[config.mk]
export PLATFORM = sky130hd
export DESIGN_NAME = rfreg_spi_master
export DESIGN_NICKNAME = d
export VERILOG_FILES = /design/src/rtl/rfreg_spi_pkg.sv /design/src/rtl/rfreg_phase_timer.sv /design/src/rtl/rfreg_frame_shift.sv /design/src/rtl/rfreg_seq.sv /design/src/rtl/rfreg_spi_master.sv
export SDC_FILE = /design/constraint.sdc
export NUM_CORES = 1
export LEC_CHECK = 0
export BUFFER_PORTS_ARGS = -buffer_cell sky130_fd_sc_hd__buf_2
export CORE_AREA = 2 2 64 66
export DETAILED_ROUTE_END_ITERATION = 12
export DIE_AREA = 0 0 66 68
export GPL_ROUTABILITY_DRIVEN = 0
export PLACE_DENSITY = 0.82
export REMOVE_ABC_BUFFERS = 1
export SLEW_MARGIN = 5
export SYNTH_ARGS = -nofsm -noshare
export SYNTH_HDL_FRONTEND = slang
export SYNTH_SLANG_ARGS = --single-unit
[constraint.sdc]
create_clock -name clk_i -period 4 [get_ports clk_i]
set_input_delay 0.2 -clock clk_i [delete_from_list [all_inputs] [get_ports clk_i]]
set_output_delay 0.2 -clock clk_i [all_outputs]
set_load 0.03 [all_outputs]
[src/rtl/rfreg_spi_pkg.sv]
`timescale 1ns/1ps
package rfreg_spi_pkg;
  typedef enum logic [2:0] {
    ST_IDLE,
    ST_LEAD,
    ST_HIGH,
    ST_LOW,
    ST_TRAIL,
    ST_DONE
  } seq_state_e;
endpackage

[src/rtl/rfreg_phase_timer.sv]
`timescale 1ns/1ps
module rfreg_phase_timer #(
  parameter int HALF_DIV = 13,
  localparam int CNT_W = (HALF_DIV > 1) ? $clog2(HALF_DIV) : 1
) (
  input  logic             clk_i,
  input  logic             rst_ni,
  input  logic             restart_i,
  output logic [CNT_W-1:0] cnt_o,
  output logic             tick_o
);
  assign tick_o = (cnt_o == CNT_W'(HALF_DIV - 1));

  always_ff @(posedge clk_i or negedge rst_ni) begin
    if (!rst_ni)                  cnt_o <= '0;
    else if (restart_i || tick_o) cnt_o <= '0;
    else                          cnt_o <= cnt_o + 1'b1;
  end

  AST_CNT_RANGE: assert property (@(posedge clk_i) disable iff (!rst_ni)
    int'(cnt_o) < HALF_DIV);
endmodule

[src/rtl/rfreg_frame_shift.sv]
`timescale 1ns/1ps
module rfreg_frame_shift #(
  parameter int ADDR_W = 7,
  parameter int DATA_W = 8,
  localparam int FRAME_W = 1 + ADDR_W + DATA_W
) (
  input  logic              clk_i,
  input  logic              rst_ni,
  input  logic              load_i,
  input  logic              rd_i,
  input  logic [ADDR_W-1:0] addr_i,
  input  logic [DATA_W-1:0] wdata_i,
  input  logic              shift_i,
  input  logic              cap_i,
  input  logic              dat_i,
  output logic              bit_o,
  output logic [DATA_W-1:0] rdata_o
);
  logic [FRAME_W-1:0] frame_q;

  always_ff @(posedge clk_i or negedge rst_ni) begin
    if (!rst_ni)      frame_q <= '0;
    else if (load_i)  frame_q <= {rd_i, addr_i, wdata_i};
    else if (shift_i) frame_q <= {frame_q[FRAME_W-2:0], 1'b0};
  end

  always_ff @(posedge clk_i or negedge rst_ni) begin
    if (!rst_ni)     rdata_o <= '0;
    else if (load_i) rdata_o <= '0;
    else if (cap_i)  rdata_o <= {rdata_o[DATA_W-2:0], dat_i};
  end

  assign bit_o = frame_q[FRAME_W-1];
endmodule

[src/rtl/rfreg_seq.sv]
`timescale 1ns/1ps
module rfreg_seq
  import rfreg_spi_pkg::*;
#(
  parameter int HALF_DIV = 13,
  parameter int ADDR_W   = 7,
  parameter int DATA_W   = 8,
  localparam int CMD_W   = 1 + ADDR_W,
  localparam int FRAME_W = CMD_W + DATA_W,
  localparam int BIT_W   = $clog2(FRAME_W),
  localparam int CNT_W   = (HALF_DIV > 1) ? $clog2(HALF_DIV) : 1
) (
  input  logic             clk_i,
  input  logic             rst_ni,
  input  logic             req_i,
  input  logic             rd_i,
  input  logic [CNT_W-1:0] cnt_i,
  input  logic             tick_i,
  output logic             restart_o,
  output logic             load_o,
  output logic             shift_o,
  output logic             cap_o,
  output logic             ser_clk_o,
  output logic             sel_n_o,
  output logic             oe_o,
  output logic             busy_o,
  output logic             done_o
);
  seq_state_e       state_q;
  logic [BIT_W-1:0] bit_q;
  logic             rd_q;
  logic             accept, last_bit, release_pt;

  assign accept     = (state_q == ST_IDLE) && req_i;
  assign last_bit   = (bit_q == BIT_W'(FRAME_W - 1));
  // drive released mid-high of the final address bit, before its falling edge
  assign release_pt = (state_q == ST_HIGH) && rd_q && (bit_q == BIT_W'(CMD_W - 1))
                      && (cnt_i == CNT_W'(HALF_DIV / 2));
  assign restart_o  = accept;
  assign load_o     = accept;
  assign shift_o    = (state_q == ST_HIGH) && tick_i;
  assign cap_o      = (state_q == ST_LOW) && tick_i && rd_q && (int'(bit_q) >= CMD_W);
  assign busy_o     = (state_q != ST_IDLE);
  assign done_o     = (state_q == ST_DONE);

  always_ff @(posedge clk_i or negedge rst_ni) begin
    if (!rst_ni) begin
      state_q   <= ST_IDLE;
      bit_q     <= '0;
      rd_q      <= 1'b0;
      ser_clk_o <= 1'b0;
      sel_n_o   <= 1'b1;
      oe_o      <= 1'b0;
    end else begin
      unique case (state_q)
        ST_IDLE: if (req_i) begin
          state_q <= ST_LEAD;
          rd_q    <= rd_i;
          bit_q   <= '0;
          sel_n_o <= 1'b0;
          oe_o    <= 1'b1;
        end
        ST_LEAD: if (tick_i) begin
          state_q   <= ST_HIGH;
          ser_clk_o <= 1'b1;
        end
        ST_HIGH: begin
          if (release_pt) oe_o <= 1'b0;
          if (tick_i) begin
            ser_clk_o <= 1'b0;
            if (last_bit) state_q <= ST_TRAIL;
            else begin
              state_q <= ST_LOW;
              bit_q   <= bit_q + 1'b1;
            end
          end
        end
        ST_LOW: if (tick_i) begin
          state_q   <= ST_HIGH;
          ser_clk_o <= 1'b1;
        end
        ST_TRAIL: if (tick_i) begin
          state_q <= ST_DONE;
          sel_n_o <= 1'b1;
          oe_o    <= 1'b0;
        end
        ST_DONE: state_q <= ST_IDLE;
        default: state_q <= ST_IDLE;
      endcase
    end
  end

  AST_CLK_LOW_DESELECTED: assert property (@(posedge clk_i) disable iff (!rst_ni)
    sel_n_o |-> !ser_clk_o);
  AST_READ_DRIVE_OFF: assert property (@(posedge clk_i) disable iff (!rst_ni)
    ((state_q == ST_HIGH || state_q == ST_LOW) && rd_q && int'(bit_q) >= CMD_W) |-> !oe_o);
  AST_WRITE_DRIVE_ON: assert property (@(posedge clk_i) disable iff (!rst_ni)
    (!sel_n_o && !rd_q) |-> oe_o);
  AST_BUSY_NO_RESTART: assert property (@(posedge clk_i) disable iff (!rst_ni)
    (busy_o && state_q != ST_LEAD) |=> state_q != ST_LEAD);
  AST_DONE_DESELECTED: assert property (@(posedge clk_i) disable iff (!rst_ni)
    done_o |-> sel_n_o);
  AST_DONE_ONE_CYCLE: assert property (@(posedge clk_i) disable iff (!rst_ni)
    done_o |=> (!done_o && !busy_o));
endmodule

[src/rtl/rfreg_spi_master.sv]
`timescale 1ns/1ps
module rfreg_spi_master #(
  parameter int HALF_DIV = 13,
  parameter int ADDR_W   = 7,
  parameter int DATA_W   = 8,
  localparam int CNT_W   = (HALF_DIV > 1) ? $clog2(HALF_DIV) : 1
) (
  input  logic              clk_i,
  input  logic              rst_ni,
  input  logic              req_i,
  input  logic              rd_i,
  input  logic [ADDR_W-1:0] addr_i,
  input  logic [DATA_W-1:0] wdata_i,
  output logic              busy_o,
  output logic              done_o,
  output logic [DATA_W-1:0] rdata_o,
  output logic              ser_clk_o,
  output logic              reg_sel_n_o,
  output logic              fifo_sel_n_o,
  output logic              dat_o,
  output logic              dat_oe_o,
  input  logic              dat_i
);
  logic [CNT_W-1:0] cnt;
  logic tick, restart, load, shift, cap;

  assign fifo_sel_n_o = 1'b1;

  rfreg_phase_timer #(.HALF_DIV(HALF_DIV)) u_timer (
    .clk_i, .rst_ni, .restart_i(restart), .cnt_o(cnt), .tick_o(tick)
  );

  rfreg_seq #(.HALF_DIV(HALF_DIV), .ADDR_W(ADDR_W), .DATA_W(DATA_W)) u_seq (
    .clk_i, .rst_ni, .req_i, .rd_i, .cnt_i(cnt), .tick_i(tick),
    .restart_o(restart), .load_o(load), .shift_o(shift), .cap_o(cap),
    .ser_clk_o, .sel_n_o(reg_sel_n_o), .oe_o(dat_oe_o), .busy_o, .done_o
  );

  rfreg_frame_shift #(.ADDR_W(ADDR_W), .DATA_W(DATA_W)) u_shift (
    .clk_i, .rst_ni, .load_i(load), .rd_i, .addr_i, .wdata_i,
    .shift_i(shift), .cap_i(cap), .dat_i, .bit_o(dat_o), .rdata_o
  );

  AST_FIFO_SEL_IDLE: assert property (@(posedge clk_i) disable iff (!rst_ni)
    !reg_sel_n_o |-> fifo_sel_n_o);
  AST_DAT_HELD_HIGH: assert property (@(posedge clk_i) disable iff (!rst_ni)
    (ser_clk_o && $past(ser_clk_o)) |-> $stable(dat_o));
  AST_SEL_EDGE_CLK_LOW: assert property (@(posedge clk_i) disable iff (!rst_ni)
    ($fell(reg_sel_n_o) || $rose(reg_sel_n_o)) |-> !ser_clk_o);
endmodule

==> impl_metrics.env <==
export IMPL_status="finished, final reports clean"
export IMPL_cp_top_family="compound AO/OA/AOI/OAI gates"
export IMPL_setup_tns_final_ns=0
export IMPL_cts_max_path_buffers=2
export IMPL_slowest_delay_ns=0.82
export IMPL_num_antenna_cells=0
export IMPL_crit_required_ns=4.17
export IMPL_synth_edf_count=0
export IMPL_port_buffers=33
export IMPL_hold_viol_final=0
export IMPL_synthArstFlopShare_pct=100
export IMPL_final_util_pct=58.4
export IMPL_grt_pass1_wl_mm=6.15
export IMPL_antenna_left=0
export IMPL_arrival_ns=2.63
export IMPL_post_route_period_util_pct=61.3
export IMPL_path_cells="inv_1 > ha_1 > nand4_1 > a21oi_2 > mux2_2"
export IMPL_worstMarginPinSlew_ns=0.855
export IMPL_clk_latency_ns=0.30
export IMPL_yosys_warnings=0
export IMPL_maxCapViolCount=0
export IMPL_drt_iter0_drc=84
export IMPL_antenna_found_initial=0
export IMPL_die_h_um=68
export IMPL_placed_cell_area_mm2=0.00217
export IMPL_cts_root_buf="clkbuf_8"
export IMPL_end_kind="flop"
export IMPL_wire_per_inst_um=14.9
export IMPL_num_io_pins=35
export IMPL_fillerInstances=344
export IMPL_max_freq_mhz=408
export IMPL_std_cell_rows=23
export IMPL_final_cell_mix="dfrtp_1 (38), buf_2 (33), mux2_2 (20)"
export IMPL_period_needed_ns=2.45
export IMPL_initial_utilization_pct=51.7
export IMPL_synth_top_cells_by_area="dfrtp_1 (48%), mux2_2 (11%), mux2_1 (5.7%)"
export IMPL_start_kind="flop"
export IMPL_dr_pass1_iters=4
export IMPL_final_common_cell="dfrtp_1"
export IMPL_synth_area_per_cell_um2=11.1
export IMPL_htreeDepth=2
export IMPL_synth_seq_area_share_pct=49.1
export IMPL_wirelength_mm=3.87
export IMPL_clock_skew_ns=0.0114
export IMPL_cts_setup_buffers=0
export IMPL_synth_ff_type="dfrtp_1"
export IMPL_drive_above_1_share_pct=31.4
export IMPL_synth_cell_types=42
export IMPL_fin_nets=234
export IMPL_power_density_mw_per_mm2=598
export IMPL_postLayoutCellArea_mm2=0.00225
export IMPL_netlist_instances=179
export IMPL_ys_ff_latch=39
export IMPL_cts_sinks=39
export IMPL_die_area_mm2=0.00449
export IMPL_synth_area_mm2=0.00199
export IMPL_cts_inserted_buffers=5
export IMPL_ir_drop_mv=0.323
export IMPL_hp_class="input pin to async pin"
export IMPL_grt_max_degree=40
export IMPL_syn_to_final_growth_pct=13.0
export IMPL_synth_top_cell_area_share_pct=47.7
export IMPL_grt_pass1_vias=1368
export IMPL_setup_viol=0
export IMPL_crit_buf_inv=1
export IMPL_via_per_inst=5.67
export IMPL_clkSlewWorstSetupHoldPaths_ns=0.07
export IMPL_worstSetupPathType="flop to flop"
export IMPL_p_leak_uw=0.00105
export IMPL_yosysTopAreaCell="dfrtp_1"
export IMPL_grt_usage_pct=18.3
export IMPL_route_vias_total=1474
export IMPL_hpwlAfterDp_mm=2.63
export IMPL_coreArea_mm2=0.00386
export IMPL_cp_max_fo=16
export IMPL_post_cts_resize_count=0
export IMPL_drv_slew=0
export IMPL_hold_buffers=0
export IMPL_slowest_stage="a21oi_2"
export IMPL_overflow=0
export IMPL_rsz0062_at_grt="false"
export IMPL_drc=0
export IMPL_cts_tree="built"
export IMPL_power_uw=1350
export IMPL_relSlewSlack_pct=43.0
export IMPL_die_width_um=66
-- synth_stat cells (2+ instances only) --
master / instances
clkbuf_1: 4
nand3_1: 12
mux2_1: 10
nand2b_1: 3
nor2_1: 6
o21ai_0: 14
a21oi_1: 11
a31oi_1: 5
or4b_2: 2
ha_1: 5
buf_2: 3
mux2_2: 20
and3_1: 4
buf_4: 2
dfrtp_1: 38
nand2_1: 8
a22o_1: 2
inv_1: 6
-- path summary, 6_finish.rpt --
path | cells past startpoint | slack, ns | end | start
worst max-delay path | 5 | 1.55 | u_shift.frame_q[15] | u_timer.cnt_o[0]
worst min-delay path | 1 | 0.01 | u_seq.ser_clk_o | rst_ni
worst max register to register | 5 | 1.55 | u_shift.frame_q[15] | u_timer.cnt_o[0]
worst min register to register | 1 | 0.48 | u_timer.cnt_o[0] | u_timer.cnt_o[0]
max in group asynchronous | 1 | 3.45 | u_shift.frame_q[15] | rst_ni
min in group clk_i | 3 | 0.11 | u_shift.frame_q[0] | wdata_i[0]
-- per-stage QoR --
step / worst slack, ns / hold slack, ns / std cells
6_report: 1.55 / 0.0110 / 260
5_1_grt: 1.37 / 0.0730 / 260
4_1_cts: 1.54 / 0.0309 / 260
3_5_place_dp: 1.54 / 0.351 / 252
3_3_place_gp: 1.61 / 0.349 / 252
2_1_floorplan: 1.74 / -0.0956 / 168
-- logic make-up after synthesis --
family	Yosys count	share of synthesized area, %
simple gates	45	13.4
compound gates	40	12.1
flops	39	49.1
mux	30	17.0
buf+inv	17	4.21
fa+ha+maj	5	3.14
xor+xnor	2	0.880
other cells	1	0.188
-- state kept, by name, indices dropped and copies added (netlist names) --
name / cells
u_shift.frame_q: 16
u_shift.rdata_o: 8
u_seq.bit_q: 4
u_timer.cnt_o: 4
u_seq.state_q: 3
u_seq.oe_o: 1
u_seq.rd_q: 1
u_seq.sel_n_o: 1
u_seq.ser_clk_o: 1
-- worst reg2reg max path: cells and delay by family, from the launching register on --
kind / cells / cell delay, ns
flip-flops: 1 / 0.40
adder cells (fa/ha/maj): 1 / 0.20
AND/OR/NAND/NOR: 1 / 0.41
AO/OA/AOI/OAI: 1 / 0.82
multiplexers: 1 / 0.41
buffers and inverters: 1 / 0.09
-- report_power, final --
group          switching [uW]  internal (uW)  leakage, uW  total [uW]
clock network             135            122    0.0000412         257
logic                     223            223     0.000518         445
registers                 116            528     0.000492         644
total                     474            872      0.00105        1350
-- final cells by class --
type	count	area [um^2]	area share, %
inverters	6	22.5	1.00
clock inverters	2	12.5	0.556
multi-input cells	123	931	41.4
flip-flops and latches	39	977	43.4
repair buffers	34	173	7.67
clock buffers	6	72.6	3.22
well taps	50	62.6	2.78
-- layer usage --
metal | share of wire [%] | global-route usage [%] | vias to the layer above
met2 | 50 | 29.5 | 33
li1 | - | - | 707
met5 | 0 | 0 | -
met3 | 4.9 | 6.09 | 10
met4 | 2.2 | 7.91 | 0
met1 | 43 | 22.7 | 724
Power figures use the tool's default switching activity.
